### src/rtl/hz_pkg.sv
package hz_pkg;
  typedef enum logic [1:0] {
    OPSEL_RF  = 2'd0,
    OPSEL_MEM = 2'd1,
    OPSEL_WB  = 2'd2,
    OPSEL_IMM = 2'd3
  } opsel_e;
endpackage

### src/rtl/hz_fwd_sel.sv
module hz_fwd_sel #(
  parameter int AW      = 5,
  parameter bit HAS_IMM = 1'b0
) (
  input  logic [AW-1:0] rs_i,
  input  logic          use_imm_i,
  input  logic [AW-1:0] mem_rd_i,
  input  logic          mem_we_i,
  input  logic [AW-1:0] wb_rd_i,
  input  logic          wb_we_i,
  output logic [1:0]    sel_o
);
  import hz_pkg::*;

  logic rs_nz, hit_mem, hit_wb, imm_take;
  opsel_e sel;

  assign rs_nz   = (rs_i != '0);
  assign hit_mem = rs_nz && mem_we_i && (mem_rd_i == rs_i);
  assign hit_wb  = rs_nz && wb_we_i && (wb_rd_i == rs_i);

  generate
    if (HAS_IMM) begin : g_imm
      assign imm_take = use_imm_i;
    end else begin : g_noimm
      logic unused_imm;
      assign unused_imm = use_imm_i;
      assign imm_take   = 1'b0;
    end
  endgenerate

  always_comb begin
    if (imm_take)     sel = OPSEL_IMM;
    else if (hit_mem) sel = OPSEL_MEM;
    else if (hit_wb)  sel = OPSEL_WB;
    else              sel = OPSEL_RF;
  end

  assign sel_o = sel;
endmodule

### src/rtl/hz_scoreboard.sv
module hz_scoreboard #(
  parameter int NREGS = 32,
  localparam int AW   = $clog2(NREGS)
) (
  input  logic             clk_i,
  input  logic             rst_ni,
  input  logic             set_en_i,
  input  logic [AW-1:0]    set_rd_i,
  input  logic             clr_en_i,
  input  logic [AW-1:0]    clr_rd_i,
  output logic [NREGS-1:0] busy_o
);
  generate
    for (genvar g = 0; g < NREGS; g++) begin : g_bit
      if (g == 0) begin : g_zero
        assign busy_o[g] = 1'b0;
      end else begin : g_reg
        logic busy_q;
        always_ff @(posedge clk_i or negedge rst_ni) begin
          if (!rst_ni)                                   busy_q <= 1'b0;
          else if (set_en_i && set_rd_i == AW'(g))       busy_q <= 1'b1; // newer load wins
          else if (clr_en_i && clr_rd_i == AW'(g))       busy_q <= 1'b0;
        end
        assign busy_o[g] = busy_q;
      end
    end
  endgenerate
endmodule

### src/rtl/hz_load_stall.sv
module hz_load_stall #(
  parameter int NREGS = 32,
  localparam int AW   = $clog2(NREGS)
) (
  input  logic [NREGS-1:0] busy_i,
  input  logic [AW-1:0]    rs1_i,
  input  logic             rs1_en_i,
  input  logic [AW-1:0]    rs2_i,
  input  logic             rs2_en_i,
  output logic             stall_o
);
  assign stall_o = (rs1_en_i && busy_i[rs1_i]) || (rs2_en_i && busy_i[rs2_i]);
endmodule

### src/rtl/hz_ctrl.sv
module hz_ctrl #(
  parameter int NREGS = 32,
  localparam int AW   = $clog2(NREGS)
) (
  input  logic          clk_i,
  input  logic          rst_ni,
  input  logic [AW-1:0] id_rs1_i,
  input  logic          id_rs1_en_i,
  input  logic [AW-1:0] id_rs2_i,
  input  logic          id_rs2_en_i,
  input  logic [AW-1:0] id_rd_i,
  input  logic          id_is_load_i,
  input  logic [AW-1:0] ex_rs1_i,
  input  logic [AW-1:0] ex_rs2_i,
  input  logic          ex_use_imm_i,
  input  logic [AW-1:0] ex_rd_i,
  input  logic          ex_is_load_i,
  input  logic [AW-1:0] mem_rd_i,
  input  logic          mem_we_i,
  input  logic [AW-1:0] wb_rd_i,
  input  logic          wb_we_i,
  output logic [1:0]    op_a_sel_o,
  output logic [1:0]    op_b_sel_o,
  output logic          stall_o
);
  logic [NREGS-1:0] busy;
  logic             stall;
  logic             rsv_set;

  // a held load reserves only once it advances
  assign rsv_set = id_is_load_i && !stall;

  hz_fwd_sel #(.AW(AW), .HAS_IMM(1'b0)) u_sel_a (
    .rs_i      (ex_rs1_i),
    .use_imm_i (1'b0),
    .mem_rd_i  (mem_rd_i),
    .mem_we_i  (mem_we_i),
    .wb_rd_i   (wb_rd_i),
    .wb_we_i   (wb_we_i),
    .sel_o     (op_a_sel_o)
  );

  hz_fwd_sel #(.AW(AW), .HAS_IMM(1'b1)) u_sel_b (
    .rs_i      (ex_rs2_i),
    .use_imm_i (ex_use_imm_i),
    .mem_rd_i  (mem_rd_i),
    .mem_we_i  (mem_we_i),
    .wb_rd_i   (wb_rd_i),
    .wb_we_i   (wb_we_i),
    .sel_o     (op_b_sel_o)
  );

  hz_scoreboard #(.NREGS(NREGS)) u_sb (
    .clk_i    (clk_i),
    .rst_ni   (rst_ni),
    .set_en_i (rsv_set),
    .set_rd_i (id_rd_i),
    .clr_en_i (ex_is_load_i),
    .clr_rd_i (ex_rd_i),
    .busy_o   (busy)
  );

  hz_load_stall #(.NREGS(NREGS)) u_stall (
    .busy_i   (busy),
    .rs1_i    (id_rs1_i),
    .rs1_en_i (id_rs1_en_i),
    .rs2_i    (id_rs2_i),
    .rs2_en_i (id_rs2_en_i),
    .stall_o  (stall)
  );

  assign stall_o = stall;
endmodule

### config.mk
export PLATFORM = sky130hd
export DESIGN_NAME = hz_ctrl
export DESIGN_NICKNAME = d
export VERILOG_FILES = /design/src/rtl/hz_pkg.sv /design/src/rtl/hz_fwd_sel.sv /design/src/rtl/hz_scoreboard.sv /design/src/rtl/hz_load_stall.sv /design/src/rtl/hz_ctrl.sv
export SDC_FILE = /design/constraint.sdc
export NUM_CORES = 1
export LEC_CHECK = 0
export BUFFER_PORTS_ARGS = -buffer_cell sky130_fd_sc_hd__buf_4
export CORE_MARGIN = 2
export CORE_UTILIZATION = 55
export CTS_CLUSTER_SIZE = 40
export DETAILED_ROUTE_END_ITERATION = 16
export PLACE_DENSITY = 0.9
export RECOVER_POWER = 50
export SLEW_MARGIN = 15
export SYNTH_ARGS = -nofsm -noshare
export SYNTH_HDL_FRONTEND = slang
export SYNTH_HIERARCHICAL = 1
export SYNTH_SLANG_ARGS = --single-unit
### constraint.sdc
create_clock -name clk_i -period 2.5 [get_ports clk_i]
set_input_delay 0.125 -clock clk_i [delete_from_list [all_inputs] [get_ports clk_i]]
set_output_delay 0.125 -clock clk_i [all_outputs]
set_load 0.05 [all_outputs]
==> impl_metrics.py <==
metrics = {
    "cells_and_area": {
        "final_common_cell": "buf_4",
        "layout_common_cells": "buf_4 (50), o21ai_0 (43), dfrtp_1 (31)",
        "final_cells": 318,
        "diodes": 0,
        "nFillCells": 328,
        "nets": 315,
        "area_delta_synth_final_pct": 11.61,
        "top_regs": "u_sb/g_bit.g_reg.busy_q: 31 flops",
        "largest_reg_flops": 31,
        "largest_register": "u_sb/g_bit.g_reg.busy_q",
        "drive_above_1_share_pct": 27.82,
    },
    "timing": {
        "skew_ns": 0.004114,
        "max-slew-margin-rel_pct": -5.475,
        "tns_ns": 0,
        "rsz0062_at_grt": "false",
        "hold_slack_ns": 0.2160,
        "setup_viol": 0,
        "period_needed_ns": 2.335,
        "hold_violations": 0,
        "slew_violations": 32,
        "max_freq_ghz": 0.4283,
        "worstMarginPinSlew_ns": 1.582,
        "period_share_pct": 93.38,
    },
    "global_route": {
        "grt_pass1_vias": 2000,
        "antenna_found_initial": 0,
        "grt_max_degree": 32,
        "overflow": 0,
        "grt_pass1_wl_um": 9653,
        "grtUsageTotal_pct": 24.33,
    },
    "clock_network": {
        "clock_latency_ns": 0.28,
        "cts_sinks": 31,
        "clk_pin_slew_worst_paths_ns": 0.06,
        "clk_path_buf_depth": 2,
        "cts_setup_buffers": 0,
        "clock-root-buffer": "clkbuf_8",
        "cts_tree": "yes",
        "cts.htree.levels": 2,
        "cts_inserted_buffers": 5,
    },
    "critical_path": {
        "required_ns": 2.68,
        "setup.worst_path.class": "flop to flop",
        "crit_arrival_ns": 2.52,
        "cp-start-kind": "flop",
        "crit_fanout": 5,
        "end_kind": "flop",
    },
    "outcome": {
        "status": "finished, violations left",
        "violations": "capacitance limit, slew limit",
    },
    "synthesis": {
        "synth_fp_nets": 291,
        "yosys_warnings": 6,
        "netlist_area_um2": 2457,
        "synth.avg_cell_area_um2": 10.15,
        "synth_cells": 242,
    },
    "drt": {
        "drc_errors": 0,
        "finalWirelength_um": 5856,
        "vias": 2055,
        "drt-initial-drc-count": 124,
        "wl_per_cell_um": 18.42,
        "ant_nets": 0,
        "avgViaCountPerCell": 6.462,
        "first_pass_iters": 5,
    },
    "placement": {
        "place_inst": 310,
        "place_hpwl_um": 4719,
        "io_buffers": 53,
        "gp_congestion": 0.9361,
    },
    "worst_hold_path": {
        "hold_class": "input pin to flop",
    },
    "die": {
        "core_um2": 4324,
        "dieWidth_um": 70.84,
        "die_h_um": 70.84,
        "initial_core_util_pct": 56.83,
        "die_area_um2": 5018,
        "boundaryPins": 54,
        "rows": 24,
    },
    "power": {
        "vdd_drop_max_mv": 0.3393,
        "power.density_nw_per_um2": 586.2,
        "power.leakage_nw": 1.119,
    },
    "run": {
        "maxCapViolations": 1,
    },
}
==> per-layer routing <==
| metal | GRT usage (%) | part of all wire [%] | up-vias |
|---|---|---|---|
| met5 | 0 | 0 | - |
| met4 | 9.644 | 2.5 | 0 |
| met3 | 4.843 | 9.4 | 17 |
| met2 | 35.62 | 45 | 123 |
| met1 | 35.85 | 43 | 988 |
| li1 | - | - | 927 |
==> worst max-delay path, cell delays in order (launching register included) <==
cell and delay, ns:
dfrtp_1 0.41, mux4_1 0.49, mux2_2 0.28, o221ai_2 0.17
o2bb2ai_2 0.11, nor2b_4 0.16, nor2b_2 0.22, nand3b_1 0.18
o21ai_0 0.22
==> area by class of cell <==
type	instances	area (um^2)	share of cell area (%)
multi-input cells	172	1410	51.41
clock inverters	1	5.005	0.1825
inverters	2	7.507	0.2737
clock buffers	6	82.58	3.011
well taps	52	65.06	2.372
flip-flops and latches	31	775.7	28.28
repair buffers	54	396.6	14.46
==> path summary, 6_finish.rpt <==
kind,from,to,slack (ns),cells past startpoint
setup / recovery,u_sb/g_bit[4].g_reg.busy_q,u_sb/g_bit[13].g_reg.busy_q,0.17,8
hold / removal,id_rd_i[3],u_sb/g_bit[1].g_reg.busy_q,0.22,3
setup reg to reg,u_sb/g_bit[4].g_reg.busy_q,u_sb/g_bit[13].g_reg.busy_q,0.17,8
hold reg to reg,u_sb/g_bit[23].g_reg.busy_q,u_sb/g_bit[23].g_reg.busy_q,0.53,2
max in group asynchronous,rst_ni,u_sb/g_bit[31].g_reg.busy_q,0.81,2
min in group asynchronous,rst_ni,u_sb/g_bit[3].g_reg.busy_q,0.77,2
==> stage by stage <==
step           instance area [um^2]  setup slack, ns  utilization, %  total power, W
6_report                       2743           0.1654           63.43        0.001608
5_1_grt                        2743          0.02612           63.43        0.001707
4_1_cts                        2751           0.1070           63.63        0.001609
3_5_place_dp                   2654           0.1640           61.37        0.001226
3_3_place_gp                   2654           0.2595           61.37        0.001189
2_1_floorplan                  2465          0.08138               -        0.001177
==> power by group <==
| group | internal [W] | switching [W] | total (W) |
|---|---|---|---|
| sequential | 0.000623 | 0.000103 | 0.000725 |
| clock | 0.000215 | 0.000168 | 0.000384 |
| combinational | 0.000270 | 0.000229 | 0.000499 |
==> what timing repair did <==
| action | 4_1_cts | 5_1_grt |
|---|---|---|
| endpoints found under the hold margin | 31 | 0 |
| setup endpoints to repair | 0 | 4 |
| hold buffers | 1 | 0 |
| resized for setup | 0 | 1 |
No activity file was read; power rests on OpenSTA's default activity.
